### config.mk
export PLATFORM = sky130hd
export DESIGN_NAME = commit_thread_sel
export DESIGN_NICKNAME = d
export VERILOG_FILES = /design/src/rtl/commit_sel_pkg.sv /design/src/rtl/thread_elig.sv /design/src/rtl/oldest_pick.sv /design/src/rtl/rr_order_list.sv /design/src/rtl/commit_thread_sel.sv
export SDC_FILE = /design/constraint.sdc
export NUM_CORES = 1
export LEC_CHECK = 0
export BUFFER_PORTS_ARGS = -buffer_cell sky130_fd_sc_hd__buf_2
export CAP_MARGIN = 20
export CORE_UTILIZATION = 50
export DETAILED_ROUTE_END_ITERATION = 8
export GPL_ROUTABILITY_DRIVEN = 0
export HOLD_SLACK_MARGIN = 0.02
export PLACE_DENSITY = 0.83
export SLEW_MARGIN = 20
export SYNTH_ARGS = -nofsm -noshare
export SYNTH_HDL_FRONTEND = slang
export SYNTH_HIERARCHICAL = 1
export SYNTH_SLANG_ARGS = --single-unit
### constraint.sdc
create_clock -name clk -period 10.1 [get_ports clk]
set_input_delay 0.505 -clock clk [delete_from_list [all_inputs] [get_ports clk]]
set_output_delay 0.505 -clock clk [all_outputs]
set_load 0.1 [all_outputs]
### src/rtl/commit_sel_pkg.sv
// Shared encodings for the retire thread picker.
// Assumes status codes come from the thread status tracker unchanged.
package commit_sel_pkg;

    typedef enum logic [1:0] {
        POL_GREEDY = 2'b00,
        POL_ROTATE = 2'b01,
        POL_OLDEST = 2'b10,
        POL_SPARE  = 2'b11
    } pol_e;

    localparam int ST_W = 3;

    typedef enum logic [ST_W-1:0] {
        TS_RUN         = 3'd0,
        TS_IDLE        = 3'd1,
        TS_FLUSH       = 3'd2,
        TS_TRAP_WAIT   = 3'd3,
        TS_FETCH_FAULT = 3'd4
    } tstat_e;

    // Status allows a rotating-policy pick
    function automatic logic rot_status_ok(input logic [ST_W-1:0] s);
        return (s == TS_RUN) || (s == TS_IDLE);
    endfunction

    // Status allows an age-based or single-thread pick
    function automatic logic age_status_ok(input logic [ST_W-1:0] s);
        return (s == TS_RUN) || (s == TS_IDLE) || (s == TS_FETCH_FAULT);
    endfunction

endpackage

### src/rtl/thread_elig.sv
// Per-thread eligibility for the rotating and age-based policies.
// Pure combinational; one copy of the logic per thread via generate.
module thread_elig
    import commit_sel_pkg::*;
#(
    parameter int NUM_THREADS = 4
) (
    input  logic [NUM_THREADS*ST_W-1:0] thr_status_i,
    input  logic [NUM_THREADS-1:0]      head_ready_i,
    input  logic [NUM_THREADS-1:0]      rob_empty_i,
    output logic [NUM_THREADS-1:0]      rot_elig_o,
    output logic [NUM_THREADS-1:0]      age_elig_o
);

    for (genvar t = 0; t < NUM_THREADS; t++) begin : g_thr
        logic [ST_W-1:0] st;
        assign st = thr_status_i[t*ST_W +: ST_W];
        // Rotating policy ignores the empty flag
        assign rot_elig_o[t] = rot_status_ok(st) && head_ready_i[t];
        // Age policy also requires a non-empty buffer
        assign age_elig_o[t] = age_status_ok(st) && head_ready_i[t] && !rob_empty_i[t];
    end

endmodule

### src/rtl/oldest_pick.sv
// Picks the eligible thread with the smallest head sequence number.
// Linear scan with strict less-than, so ties keep the lower index.
module oldest_pick #(
    parameter int NUM_THREADS = 4,
    parameter int SEQ_W       = 8,
    parameter int TID_W       = 2
) (
    input  logic [NUM_THREADS-1:0]       elig_i,
    input  logic [NUM_THREADS*SEQ_W-1:0] seq_i,
    output logic                         valid_o,
    output logic [TID_W-1:0]             tid_o
);

    logic [SEQ_W-1:0] best_seq;

    // Scan threads in index order keeping the oldest seen
    always_comb begin
        valid_o  = 1'b0;
        tid_o    = '0;
        best_seq = '0;
        for (int t = 0; t < NUM_THREADS; t++) begin
            if (elig_i[t] && (!valid_o || (seq_i[t*SEQ_W +: SEQ_W] < best_seq))) begin
                valid_o  = 1'b1;
                tid_o    = TID_W'(t);
                best_seq = seq_i[t*SEQ_W +: SEQ_W];
            end
        end
    end

endmodule

### src/rtl/rr_order_list.sv
// Registered priority list for the rotating policy and its pick.
// The winner moves to the tail on advance_i; reset loads ascending order.
module rr_order_list #(
    parameter int NUM_THREADS = 4,
    parameter int TID_W       = 2
) (
    input  logic                   clk,
    input  logic                   rst_n,
    input  logic [NUM_THREADS-1:0] elig_i,
    input  logic                   advance_i,
    output logic                   valid_o,
    output logic [TID_W-1:0]       tid_o
);

    logic [TID_W-1:0] order_q [NUM_THREADS];
    logic [TID_W-1:0] win_pos;

    // First eligible entry walking from the head of the list
    always_comb begin
        valid_o = 1'b0;
        tid_o   = '0;
        win_pos = '0;
        for (int k = 0; k < NUM_THREADS; k++) begin
            if (!valid_o && elig_i[order_q[k]]) begin
                valid_o = 1'b1;
                tid_o   = order_q[k];
                win_pos = TID_W'(k);
            end
        end
    end

    // Load ascending order on reset, rotate the winner to the tail on advance
    always_ff @(posedge clk) begin
        if (!rst_n) begin
            for (int k = 0; k < NUM_THREADS; k++) begin
                order_q[k] <= TID_W'(k);
            end
        end else if (advance_i) begin
            for (int k = 0; k < NUM_THREADS; k++) begin
                if (k < int'(win_pos)) begin
                    order_q[k] <= order_q[k];
                end else if (k < NUM_THREADS - 1) begin
                    order_q[k] <= order_q[(k + 1) % NUM_THREADS];
                end else begin
                    order_q[k] <= tid_o;
                end
            end
        end
    end

endmodule

### src/rtl/commit_thread_sel.sv
// Retire thread picker: selects the thread allowed to retire its head.
// Single-thread builds bypass arbitration; multi-thread builds choose
// between a rotating list and an oldest-head pick according to policy_i.
module commit_thread_sel
    import commit_sel_pkg::*;
#(
    parameter int NUM_THREADS = 4,
    parameter int SEQ_W       = 8,
    localparam int TID_W      = (NUM_THREADS > 1) ? $clog2(NUM_THREADS) : 1
) (
    input  logic                         clk,
    input  logic                         rst_n,
    input  logic [1:0]                   policy_i,
    input  logic [NUM_THREADS*ST_W-1:0]  thr_status_i,
    input  logic [NUM_THREADS-1:0]       head_ready_i,
    input  logic [NUM_THREADS-1:0]       rob_empty_i,
    input  logic [NUM_THREADS*SEQ_W-1:0] head_seq_i,
    output logic                         pick_valid_o,
    output logic [TID_W-1:0]             pick_tid_o
);

    if (NUM_THREADS == 1) begin : g_solo
        // Single thread: grant on status alone, no readiness check
        assign pick_valid_o = age_status_ok(thr_status_i[ST_W-1:0]);
        assign pick_tid_o   = '0;
    end else begin : g_multi
        logic [NUM_THREADS-1:0] rot_elig;
        logic [NUM_THREADS-1:0] age_elig;
        logic                   rot_valid;
        logic [TID_W-1:0]       rot_tid;
        logic                   age_valid;
        logic [TID_W-1:0]       age_tid;
        logic                   use_rot;
        logic                   advance;

        thread_elig #(.NUM_THREADS(NUM_THREADS)) u_elig (
            .thr_status_i (thr_status_i),
            .head_ready_i (head_ready_i),
            .rob_empty_i  (rob_empty_i),
            .rot_elig_o   (rot_elig),
            .age_elig_o   (age_elig)
        );

        oldest_pick #(.NUM_THREADS(NUM_THREADS), .SEQ_W(SEQ_W), .TID_W(TID_W)) u_age (
            .elig_i  (age_elig),
            .seq_i   (head_seq_i),
            .valid_o (age_valid),
            .tid_o   (age_tid)
        );

        rr_order_list #(.NUM_THREADS(NUM_THREADS), .TID_W(TID_W)) u_rot (
            .clk       (clk),
            .rst_n     (rst_n),
            .elig_i    (rot_elig),
            .advance_i (advance),
            .valid_o   (rot_valid),
            .tid_o     (rot_tid)
        );

        // Policy decode: only 2'b01 uses the list, all other codes age-based
        assign use_rot = (policy_i == POL_ROTATE);
        // List moves only when the rotating policy actually grants
        assign advance = use_rot && rot_valid;

        // Output mux by policy
        always_comb begin
            if (use_rot) begin
                pick_valid_o = rot_valid;
                pick_tid_o   = rot_tid;
            end else begin
                pick_valid_o = age_valid;
                pick_tid_o   = age_tid;
            end
        end
    end

endmodule

# After elaboration in Yosys (flattened, before gate mapping)
# Memory sizes are Yosys's and may differ from the RTL's.
# Cells that the tools add are included.
[totals]
latchBits = 0
memories = 1
word_cells = 137
inputBits = 56
rom_bits = 0
regBits = 0
ram_bits = 8
[memory_table]
columns = ["name", "words", "word_bits", "read_ports", "rd_clocked_by_memory_dff", "wr", "line_no", "rtl"]
rows = [
  ["g_multi.u_rot.order_q", 4, 2, 4, 0, 4, "rr_order_list.sv:15", "logic [TID_W-1:0] order_q [NUM_THREADS];"],
]
[op_classes]
n_bitwise = 7
n_lt_le_gt_ge = 10
n_reduce_logical = 44
addsub = 0
n_div = 0
shifts = 0
muxes = 66
mul = 0
n_eq_ne = 9
[op_table]
columns = ["op", "n"]
rows = [
  ["two-way mux 1 bit", 43],
  ["two-way mux 2 bit", 16],
  ["< comparator 8 bit", 3],
  ["two-way mux 8 bit", 3],
  ["logical AND 1 bit", 19],
  ["equality test 3 x 1 -> 1 bit (second input constant)", 4],
  ["equality test 3 bit (second input constant)", 4],
  ["zero test 3 bit", 4],
  ["< comparator 2 x 3 -> 1 bit (second input constant)", 4],
  ["logical OR 1 bit", 11],
  ["zero test 1 bit", 10],
  ["binary-select mux 1 bit (select 2 bit)", 4],
  ["OR 1 bit", 7],
  ["< comparator 1 x 2 -> 1 bit (first input constant)", 2],
  ["equality test 2 x 1 -> 1 bit (second input constant)", 1],
  ["< comparator 2 bit (first input constant)", 1],
]

# Longest topological paths before layout
# Gate-level depths: netlist of the first run.
[depth]
depth_word = 22
ltp_mapped = 29

# By module
# Netlist of the first run, hierarchy kept.
[by_module_without_submodules]
columns = ["module", "area_each_um2", "instances", "cells_per_inst"]
rows = [
  ["oldest_pick", 912.1, 1, 113],
  ["rr_order_list", 599.3, 1, 55],
  ["thread_elig", 120.1, 1, 12],
  ["commit_thread_sel", 66.3, 1, 5],
]

# Worst setup path after synthesis of the first run
# Ideal clock, no wire load.
[synth_timing]
path_kind = "input -> output"
start = "input thr_status_i[1]"
end = "output pick_tid_o[0]"
t_arrival_ps = 6296
n_path_buf = 4
path_slack_ps = 3299
stages = 28
path_cell_list = "nand2b_4 -> a211oi_2 -> buf_4 -> clkbuf_1 -> nand2_1 -> ha_1 -> o211ai_1 -> o21ai_2 -> a211o_1 -> buf_4 -> nand3_1 -> a21boi_1 -> ha_1 -> a211o_1 -> a221oi_1 -> o21ai_1 -> o41a_1 -> buf_6 -> mux2_4 -> ha_1 -> a21o_1 -> a21o_1 -> a221oi_1 -> o21ai_0 -> a311oi_1 -> a21oi_1 -> a21bo_1 -> mux2_4"
[synth_between]
elab_chain_cells = 19
[synth_rtl]
columns = ["element", "line_no", "rtl"]
rows = [
  ["from (decl)", "commit_thread_sel.sv:14", "input logic [NUM_THREADS*ST_W-1:0] thr_status_i,"],
  ["equality test 3 x 1 -> 1 bit or zero test 3 bit (tied branches)", "commit_sel_pkg.sv:29", "return (s == TS_RUN) || (s == TS_IDLE) || (s == TS_FETCH_FAULT);"],
  ["logical OR 1 bit", "commit_sel_pkg.sv:29", ""],
  ["logical OR 1 bit *", "commit_sel_pkg.sv:29", ""],
  ["logical AND 1 bit * (2 in a row)", "thread_elig.sv:21", "assign age_elig_o[t] = age_status_ok(st) && head_ready_i[t] && !rob_empty_i[t];"],
  ["net g_multi.age_elig[0]", "commit_thread_sel.sv:28", "logic [NUM_THREADS-1:0] age_elig;"],
  ["two-way mux 8 bit or two-way mux 1 bit (tied branches)", "oldest_pick.sv:22", "if (elig_i[t] && (!valid_o || (seq_i[t*SEQ_W +: SEQ_W] < best_seq))) begin"],
  ["< comparator 8 bit or zero test 1 bit (tied branches)", "oldest_pick.sv:22", ""],
  ["logical OR 1 bit", "oldest_pick.sv:22", ""],
  ["[4 not listed]", "n/a", ""],
  ["logical AND 1 bit", "oldest_pick.sv:22", ""],
  ["two-way mux 8 bit or two-way mux 1 bit (tied branches)", "oldest_pick.sv:22", ""],
  ["< comparator 8 bit or zero test 1 bit (tied branches)", "oldest_pick.sv:22", ""],
  ["logical OR 1 bit", "oldest_pick.sv:22", ""],
  ["logical AND 1 bit", "oldest_pick.sv:22", ""],
  ["two-way mux 2 bit *", "oldest_pick.sv:22", ""],
  ["net g_multi.age_tid[0]", "commit_thread_sel.sv:32", "logic [TID_W-1:0] age_tid;"],
  ["two-way mux 2 bit *", "commit_thread_sel.sv:67", "if (use_rot) begin"],
  ["to (decl)", "commit_thread_sel.sv:19", "output logic [TID_W-1:0] pick_tid_o"],
]
# Mark *: on every way through the listed nets, which the timed path passes. The rest lies on a longest branch. The select of a mux whose other input is x is not followed.

# Final worst setup path of the first run
# Ends and elaborated chain as after synthesis.

==> summary.txt, run 1 <==
Status
  – Outcome: complete, no violations

STA
  – Setup TNS Final: 0 ps
  – Slew of the pin with the lowest slew margin: 520.7 ps
  – Max-slew violations: 0
  – Final Hold Fails: 0
  – Final setup viols: 0
  – Fmax: 135.5 MHz
  – Post-Route Skew: between 0.8 and 0.9 ps
  – Post-route minimum period: 7381 ps
  – Min Hold Slack: 591.6 ps
  – Slew margin rel.: 64.80%
  – RSZ-0062 raised after global routing: no
  – Final Cycle Share: 73.08%

Setup path
  – Worst Setup Path Type: input pin to primary output
  – Worst Setup SP: thr_status_i[1]
  – Worst Setup End Kind: primary output
  – Worst EP required: 9600 ps
  – Worst Path Max Fanout: 22
  – R2R Path Start: g_multi.u_rot/order_q[1][0]
  – R2R depth: 3
  – Setup crit start kind: input pin
  – WP data arrival: 6880 ps

Route
  – Met1 Routed Length: 1.865 mm
  – DR vias: 1,603
  – Met2 routed WL: 1.698 mm
  – Wire length on met3: 218 um
  – Via-per-instance ratio: 5.625
  – DR WL/cell: 13.46 um
  – Routed Antenna Nets: 0
  – Drc violations: 0
  – Initial DRC count: 73
  – First-pass iteration count of the detailed router: 4
  – Drt total wl: 3.836 mm
  – Highest Signal Layer: met4

Finish
  – Antenna Cells: 0
  – Largest register FFs: 8
  – Final #Nets: 320
  – Layout Utilization: 65.08%
  – Filler cells: 279
  – Area added between synthesis and finish: 19.90%
  – Largest regs: g_multi.u_rot/order_q x8
  – Largest Register: g_multi.u_rot/order_q
  – Finished Layout Cells: 285
  – Layout cell share with drive strength beyond 1: 37.34%

CTS
  – CTS Hold Bufs: 0
  – CTS H-tree depth: 1
  – PostCTS Resize Cnt: 0
  – Post-CTS Setup Repair Bufs: 0
  – Clock buffer depth: 2
  – Clk pin slew, worst setup/hold paths: roughly 50 ps
  – Clock tree sinks: 8
  – Clock root cell: clkbuf_4
  – TritonCTS Buffers: 3
  – Worst skew pair latency: 250 ps
  – CTS tree: built

Die
  – Initial core utilization: between 50% and 60%
  – Std-Cell Rows: 20
  – Die Y: 60.28 um
  – Die area: between 3000 and 4000 um2
  – Core area: 3128 um2
  – I/O Pins: 59
  – DIE WIDTH: 60.28 um

Hold path
  – WHS Path Cells: 1
  – Hold Startpoint: g_multi.u_rot/order_q[3][1]
  – HP Class: flop to flop

Synth
  – Cell Area, Synth: 1698 um2
  – EDFF count, synth: 8
  – Synth Register Bits: 8
  – Area leader, netlist: ha_1
  – Yosys Warn Count: 6
  – Synth unique cells: 54
  – Synth top area share: 15.48%
  – Main synth FF type: edfxtp_1
  – Async SR Flop Fraction: 0%
  – Gate Count Post-Synth: 185
  – Syn nets: 262
  – Sequential area share after synthesis: 14.15%
  – Area contributors post-synth: ha_1 (15%), edfxtp_1 (14%), mux2_4 (9.7%), mux4_1 (4.6%), nand2_1 (3.8%)
  – Avg Cell Area, Syn: just over 9 um2

Flow run
  – Max_cap viols: 0

Place
  – Final HPWL DP: 3.273 mm
  – Number of buffers added on ports: 58
  – DP Cell Count: 282

Global routing
  – Vias in the first global route: 1,523
  – Initial antenna violation count: 0
  – First-pass GRT wire length: 6.417 mm
  – Gr usage total: 23.11%
  – Largest net degree at the start of global routing: 23
  – Grt ovf: 0

Pwr
  – Sw frac: 39.43%
  – Max VDD drop: 0.04113 mV
  – Pleak: 0.9999 nW
  – Internal: 0.00008644 W
  – Net Sw Power: 0.00005626 W
  – Reg power frac: 27.8%
  – Power Density: 70.10 nW/um2
  – Combinational share of power: between 50% and 60%
  – Power share of the clock group: 17.3%
==> synth_stat cells (3+ instances only) <==
cell      instances
nand2_1          17
and4_1            3
a21oi_1           4
nor2_1           12
and3_1            3
a21boi_1          7
ha_1             21
edfxtp_1          8
nand3_1          10
o21ai_0           5
a21o_1            5
nand2b_4          4
mux4_1            3
inv_1            14
a211oi_2          4
mux2_4           11
clkbuf_1          3
mux2i_1           4
==> final cells by class <==
cell class / instances / area (um2) / area share (%)
multi-input combinational: 157 / 1368 / 67.18
timing repair buffer: 59 / 297.8 / 14.63
sequential: 8 / 240.2 / 11.80
tap: 44 / 55.05 / 2.704
inverter: 14 / 52.55 / 2.581
clock buffer: 3 / 22.52 / 1.106
==> power groups by stage <==
stage / sequential, W / combinational (W) / clock, W
after floorplan: 0.0000400 / 0.0000553 / 0
after global routing: 0.0000400 / 0.0000866 / 0.0000275
final: 0.0000397 / 0.0000783 / 0.0000247
after detailed placement: 0.0000405 / 0.0000779 / 0
after CTS: 0.0000398 / 0.0000782 / 0.0000256
after global placement: 0.0000404 / 0.0000768 / 0
==> kinds of logic after synthesis <==
logic type / Yosys count / share of synthesized area, %
adders and majority gates: 21 / 15.48
DFF: 8 / 14.15
muxes: 20 / 18.72
AOI/OAI and AO/OA: 48 / 22.55
and+or+nand+nor: 68 / 23.80
buffers and inverters: 20 / 5.305
==> per-stage QoR <==
step	power (W)	cell area, um2	worst slack, ps
2_1_floorplan	0.00009537	1698	3299
3_3_place_gp	0.0001172	2013	2935
3_5_place_dp	0.0001184	2013	2752
4_1_cts	0.0001436	2036	2742
5_1_grt	0.0001541	2036	2249
6_report	0.0001427	2036	2719
==> path summary, 6_finish.rpt <==
| check | endpoint | slack, ps |
|---|---|---|
| max | pick_tid_o[0] | 2720 |
| min | g_multi.u_rot/order_q[2][1] | 590 |
| max reg2reg | g_multi.u_rot/order_q[2][0] | 7950 |
| min reg2reg | g_multi.u_rot/order_q[2][1] | 590 |
==> placed cells by master (no fill, tap or decap), types with 3 or more instances in the layout <==
master / count
and3_1: 3
a211oi_2: 4
mux4_1: 3
a21oi_1: 4
nor2_1: 12
ha_1: 21
nand2b_4: 4
nand2_1: 17
mux2_4: 11
inv_1: 14
mux2i_1: 4
buf_2: 58
a21boi_1: 7
and4_1: 3
a21o_1: 5
nand3_1: 10
o21ai_0: 5
edfxtp_1: 8
clkbuf_4: 3
==> critical path: stages <==
cell and delay (ps):
buf_2 100, nand2b_4 130, a211oi_2 140, buf_4 260, nand2_1 80, ha_1 270, o211ai_1 210, o21ai_2 120
a211o_1 430, nand3_1 120, a21boi_1 270, ha_1 300, and4_1 230, a221oi_1 320, o21ai_1 160, o41a_1 600
mux2_4 370, ha_1 290, a21o_1 180, a21o_1 170, a221oi_1 270, o21ai_0 170, a311oi_1 300, a21oi_1 120
a21bo_1 180, mux2_4 130, buf_2 410
==> layer usage <==
metal / GRT usage [%] / up-vias
met3: 4.329 / 6
li1: - / 819
met4: 4.983 / 0
met2: 37.68 / 59
met1: 31.41 / 719
met5: 0 / -
Power figures use the tool's default switching activity.
==> run 2, diff against run 1 <==
==> constraint.sdc (replaced) <==
create_clock -name clk -period 7.6 [get_ports clk]
set_input_delay 0.38 -clock clk [delete_from_list [all_inputs] [get_ports clk]]
set_output_delay 0.38 -clock clk [all_outputs]
set_load 0.1 [all_outputs]
==> run 2 against run 1 <==
Critical endpoint unchanged. Register-to-register slack lost 2500 ps. Largest cell class unchanged. Via count increased by 2.1%. Clock power up 35%. First-iteration DRC count down 36%. Critical path depth unchanged. Largest power group unchanged. Count of clock-buffer cells in the layout unchanged. Sequential power is 33% higher.
==> summary.txt, run 2 (synthesis results as in run 1) <==
CTS
  – Worst skew pair latency: 260 ps (about the same)
  – Clock tree sinks: 8 (unchanged)
  – TritonCTS Buffers: 3 (unchanged)
  – Clock buffer depth: 2 (unchanged)
  – Clk pin slew, worst setup/hold paths: 50 ps (about the same)
  – Clock root cell: clkbuf_4
  – CTS H-tree depth: 1 (unchanged)
  – PostCTS Resize Cnt: 0 (unchanged)
  – Post-CTS Setup Repair Bufs: 0 (unchanged)
  – CTS tree: built
  – CTS Hold Bufs: 0 (unchanged)

Pwr
  – Max VDD drop: 0.06720 mV (+63%)
  – Power Density: 94.63 nW/um2 (+35%)
  – Combinational share of power: 55.9% (+1.1 points)
  – Reg power frac: 27.0% (-0.8 points)
  – Internal: 0.0001192 W (+38%)
  – Pleak: 1.007 nW (+0.73%)
  – Sw frac: 39.01% (-0.42 points)
  – Net Sw Power: 0.00007626 W (+36%)
  – Power share of the clock group: 17.1% (-0.2 points)

Global routing
  – Initial antenna violation count: 0 (unchanged)
  – Gr usage total: 23.21% (+0.10 points)
  – Grt ovf: 0 (unchanged)
  – Largest net degree at the start of global routing: 23 (unchanged)
  – Vias in the first global route: 1,485 (-2.5%)
  – First-pass GRT wire length: 6.341 mm (-1.2%)

Route
  – Wire length on met3: 233 um (+6.9%)
  – Highest Signal Layer: met4
  – Met1 Routed Length: 1.819 mm (-2.5%)
  – Routed Antenna Nets: 0 (unchanged)
  – First-pass iteration count of the detailed router: 4 (unchanged)
  – Via-per-instance ratio: 5.740 (+2.1%)
  – DR vias: 1,636 (+2.1%)
  – DR WL/cell: 13.26 um (-1.5%)
  – Met2 routed WL: 1.681 mm (-1.0%)
  – Initial DRC count: 47 (-36%)
  – Drc violations: 0 (unchanged)
  – Drt total wl: 3.778 mm (-1.5%)

Setup path
  – WP data arrival: 6460 ps (-420 ps)
  – R2r endpoint: g_multi.u_rot/order_q[2][1]
  – Setup crit start kind: input pin
  – Critical path buffers and inverters: 3 (unchanged)
  – Worst path max stage delay: 600 ps (about the same)
  – R2R Path Start: g_multi.u_rot/order_q[1][0]
  – Worst Setup End Kind: primary output
  – Worst Path Max Fanout: 22 (unchanged)
  – Top cell by count, worst path: ha_1
  – Worst EP required: 7220 ps (-2380 ps)
  – R2R depth: 3 (unchanged)
  – CP delay by family, top: compound AO/OA/AOI/OAI gates
  – Worst Setup Path Type: input pin to primary output
  – Reg2Reg Setup Slack: 5450 ps (-2500 ps)
  – Slowest CP cell: o41a_1

Finish
  – Commonest non-fill, non-tap cell in the layout: buf_2
  – Finished Layout Cells: 285 (unchanged)
  – Layout cell share with drive strength beyond 1: 37.34% (unchanged)
  – Antenna Cells: 0 (unchanged)
  – Leading cell types in the layout, fill and taps excluded: buf_2 (56), ha_1 (21), nand2_1 (17)
  – Layout Utilization: 66.04% (+0.96 points)
  – Largest register FFs: 8 (unchanged)
  – Area of the multi-input gates: 1368 um2 (unchanged)
  – Final #Nets: 320 (unchanged)
  – Area added between synthesis and finish: 21.67%
  – Reg area: 240.2 um2 (unchanged)
  – Largest Register: g_multi.u_rot/order_q
  – Largest regs: g_multi.u_rot/order_q x8
  – Filler cells: 284 (+1.8%)

STA
  – Final setup viols: 0 (unchanged)
  – Max-slew violations: 0 (unchanged)
  – Post-Route Skew: 1.831 ps (+1.015 ps)
  – Slew margin rel.: 64.06% (-0.74 points)
  – Final Cycle Share: about nine tenths
  – Post-route minimum period: 6836 ps
  – Final Hold Fails: 0 (unchanged)
  – Slew of the pin with the lowest slew margin: 531.7 ps (+10.95 ps)
  – Setup TNS Final: 0 ps (unchanged)
  – RSZ-0062 raised after global routing: no
  – Fmax: 146.3 MHz

Die
  – Initial core utilization: 54.28% (unchanged)
  – Std-Cell Rows: 20 (unchanged)
  – DIE WIDTH: 60.28 um (unchanged)
  – Core area: 3128 um2 (unchanged)
  – Die area: 3633 um2 (unchanged)
  – Die Y: 60.28 um (unchanged)
  – I/O Pins: 59 (unchanged)

Place
  – Number of buffers added on ports: 58 (unchanged)
  – Final HPWL DP: 3.266 mm (-0.22%)
  – DP Cell Count: 282 (unchanged)

Hold path
  – Hold Crit Endpoint: g_multi.u_rot/order_q[2][1]
  – HP Class: input pin to flop
  – Hold Startpoint: rst_n
  – WHS Path Cells: 2 (+1)

Status
  – Outcome: complete, no violations

Flow run
  – Max_cap viols: 0 (unchanged)
[run 2: cell count changes in the layout (fill, tap and decap cells not counted)]
cell    before  now
buf_2       58   56
buf_12       0    2
[run 2: power groups by stage]
stage / combinational (W) / clock (W) / sequential (W)
after detailed placement: 0.000109 / 0 / 0.0000538
final: 0.000109 / 0.0000333 / 0.0000528
after floorplan: 0.0000735 / 0 / 0.0000532
after global routing: 0.000120 / 0.0000363 / 0.0000531
after CTS: 0.000109 / 0.0000344 / 0.0000529
after global placement: 0.000107 / 0 / 0.0000537
[run 2: worst max-delay path by stage]
stage / start / to / slack [ps] / depth (start not counted)
detailed placement: thr_status_i[1] / pick_tid_o[0] / 750 / 27
floorplan: thr_status_i[1] / pick_tid_o[0] / 1050 / 28
global placement: thr_status_i[1] / pick_tid_o[0] / 910 / 27
global route: thr_status_i[1] / pick_tid_o[0] / 320 / 27
finish: thr_status_i[1] / pick_tid_o[0] / 760 / 27
CTS: thr_status_i[1] / pick_tid_o[0] / 740 / 27
[run 2: layer usage]
| metal | vias up | track usage (%) |
|---|---|---|
| met5 | - | 0 |
| met4 | 0 | 5.980 |
| met3 | 4 | 3.680 |
| met2 | 59 | 36.58 |
| met1 | 747 | 32.63 |
| li1 | 826 | - |
[run 2: per-stage QoR]
| stage | setup WS (ps) | total power, W | cell area (um2) | hold slack, ps |
|---|---|---|---|---|
| after floorplan | 1049 | 0.0001267 | 1698 | 537.4 |
| after global placement | 910.9 | 0.0001606 | 2043 | 568.6 |
| after detailed placement | 753.6 | 0.0001626 | 2043 | 581.3 |
| after CTS | 742.0 | 0.0001966 | 2066 | 474.7 |
| after global routing | 318.4 | 0.0002089 | 2066 | 493.5 |
| final | 763.5 | 0.0001955 | 2066 | 489.7 |
[run 2: cell type report]
| cell class | instances | share of cell area (%) |
|---|---|---|
| Sequential cell | 8 | 11.63 |
| Timing Repair Buffer | 59 | 15.87 |
| Clock buffer | 3 | 1.090 |
| Tap cell | 44 | 2.665 |
| Multi-Input combinational cell | 157 | 66.20 |
| Inverter | 14 | 2.544 |
==> run 3, diff against run 2 <==
--- a/config.mk
+++ b/config.mk
@@ -7,6 +7,7 @@
 export LEC_CHECK = 0
 export BUFFER_PORTS_ARGS = -buffer_cell sky130_fd_sc_hd__buf_2
 export CAP_MARGIN = 20
+export CORE_MARGIN = 4
 export CORE_UTILIZATION = 50
 export DETAILED_ROUTE_END_ITERATION = 8
 export GPL_ROUTABILITY_DRIVEN = 0
==> run 3 against run 2 <==
Via count shrank 0.61%. Flip-flop and latch count is the same. Setup slack gained 4.6 ps. Non-clock buffer count is the same. Global-route usage shrank 4.6 points. Cell count is the same. Count of clock-buffer cells in the layout is the same. Critical path depth is the same. Wire length rose by 5.9%. First-iteration DRC count grew 66%. Worst hold slack better by 3.3 ps. Clock power fell by 4%. Critical endpoint unchanged. Largest power group unchanged.
==> summary.txt, run 3 (synthesis results as in run 1) <==
Status
  – Outcome: complete, no violations

CTS
  – CTS Hold Bufs: 0 (unchanged)
  – TritonCTS Buffers: 3 (unchanged)
  – Clk pin slew, worst setup/hold paths: 50 ps (about the same)
  – Post-CTS Setup Repair Bufs: 0 (unchanged)
  – Clock tree sinks: 8 (unchanged)
  – Worst skew pair latency: 260 ps (about the same)
  – CTS H-tree depth: 1 (unchanged)
  – PostCTS Resize Cnt: 0 (unchanged)
  – CTS tree: built
  – Clock buffer depth: 2 (unchanged)
  – Clock root cell: clkbuf_4

Finish
  – Leading cell types in the layout, fill and taps excluded: buf_2 (56), ha_1 (21), nand2_1 (17)
  – Layout cell share with drive strength beyond 1: 37.34% (unchanged)
  – Antenna Cells: 0 (unchanged)
  – Layout Utilization: 65.52% (-0.52 points)
  – Largest register FFs: 8 (unchanged)
  – Largest Register: g_multi.u_rot/order_q
  – Final Cell Area: 2066 um2 (unchanged)
  – Commonest non-fill, non-tap cell in the layout: buf_2
  – Largest regs: g_multi.u_rot/order_q x8
  – Final #Nets: 320 (unchanged)
  – Area added between synthesis and finish: 21.67% (unchanged)

Hold path
  – HP Class: input pin to flop

Setup path
  – WP data arrival: 6450 ps (about the same)
  – Worst EP required: 7220 ps (about the same)
  – Worst Path Max Fanout: 22 (unchanged)
  – Worst Setup Path Type: input pin to primary output
  – Critical path buffers and inverters: 3 (unchanged)
  – Worst path max stage delay: 610 ps (about the same)
  – CP delay by family, top: compound AO/OA/AOI/OAI gates
  – Slowest CP cell: o41a_1
  – Worst Setup End Kind: primary output
  – Setup crit start kind: input pin

STA
  – Setup TNS Final: 0 ps (unchanged)
  – Max-slew violations: 0 (unchanged)
  – Fmax: 146.4 MHz (about the same)
  – Post-route minimum period: 6832 ps (-4.612 ps)
  – Final Cycle Share: 89.89% (about the same)
  – Slew margin rel.: 62.66% (-1.4 points)
  – RSZ-0062 raised after global routing: no
  – Post-Route Skew: 2.358 ps (+0.5274 ps)
  – Slew of the pin with the lowest slew margin: 560.1 ps (+28.42 ps)
  – Final setup viols: 0 (unchanged)
  – Final Hold Fails: 0 (unchanged)
  – Final setup margin: 768.2 ps (+4.612 ps)

Route
  – First-pass iteration count of the detailed router: 4 (unchanged)
  – DR vias: 1,626 (-0.61%)
  – Routed Antenna Nets: 0 (unchanged)
  – Drc violations: 0 (unchanged)
  – Via-per-instance ratio: 5.705 (-0.61%)
  – Initial DRC count: 78 (+66%)
  – Drt total wl: 4.000 mm (+5.9%)
  – DR WL/cell: 14.04 um (+5.9%)

Global routing
  – Met3 Use GR: 3.912% (+0.23 points)
  – Met2 Usage GRT: 30.36% (-6.2 points)
  – Gr usage total: 18.64% (-4.6 points)
  – Initial antenna violation count: 0 (unchanged)
  – Grt peak-use layer: met2
  – GR Util met1: 24.92% (-7.7 points)
  – Largest net degree at the start of global routing: 23 (unchanged)
  – First-pass GRT wire length: 6.389 mm (+0.76%)
  – Grt ovf: 0 (unchanged)
  – Vias in the first global route: 1,482 (-0.20%)

Place
  – Area after DPL: 2043 um2 (unchanged)
  – Number of buffers added on ports: 58 (unchanged)
  – Pre-CTS setup slack: 747.0 ps (-6.638 ps)
  – Final HPWL DP: 3.464 mm (+6.0%)

Die
  – Core area: 3153 um2 (+0.80%)
  – I/O Pins: 59 (unchanged)
  – Die Y: 66.28 um (+10%)
  – Std-Cell Rows: 20 (unchanged)
  – Die area: 4392 um2 (+21%)
  – Initial core utilization: 53.85% (-0.43 points)
  – DIE WIDTH: 66.28 um (+10%)

Pwr
  – Pleak: 1.007 nW (unchanged)
  – Power Density: 93.68 nW/um2 (-1.0%)
  – Pwr Total: 0.0001935 W (-1.0%)
  – Max VDD drop: 0.06187 mV (-7.9%)

Flow run
  – Max_cap viols: 0 (unchanged)
## run 3: final timing paths
check	startpoint	slack, ps	cells past startpoint	to
worst max-delay path	thr_status_i[1]	770	27	pick_tid_o[0]
worst min-delay path	rst_n	490	2	g_multi.u_rot/order_q[1][0]
worst max register to register	g_multi.u_rot/order_q[0][0]	5420	3	g_multi.u_rot/order_q[2][1]
worst min register to register	g_multi.u_rot/order_q[2][0]	580	2	g_multi.u_rot/order_q[1][0]
## run 3: final cells by class
type / instances / area [um2]
inverter: 14 / 52.55
sequential: 8 / 240.2
timing repair buffer: 59 / 327.8
multi-input combinational: 157 / 1368
clock buffer: 3 / 22.52
fill: 296 / 1087
tap: 44 / 55.05
## run 3: routing by layer
layer / up-vias / wire length [um]
met1: 731 / 1772
met4: 0 / 44
li1: 826 / -
met3: 5 / 348
met2: 64 / 1835
met5: - / 0
## run 3: where the power goes
group / switching [W] / internal [W] / total [W] / leakage (nW)
registers: 0.00000169 / 0.0000511 / 0.0000528 / 0.0708
logic: 0.0000589 / 0.0000498 / 0.000109 / 0.923
clock network: 0.0000140 / 0.0000180 / 0.0000320 / 0.0138
## run 3: per-stage QoR
stage	instances	hold WS (ps)
finish	285	493.0
global route	285	492.2
CTS	285	478.8
detailed placement	282	577.2
global placement	282	573.5
floorplan	185	537.4
## run 3: worst reg2reg max path: cells and delay by family (launching register included)
kind / cells / cell delay, ps
mux: 1 / 720
flops: 1 / 410
simple gates: 1 / 540
compound gates: 1 / 220
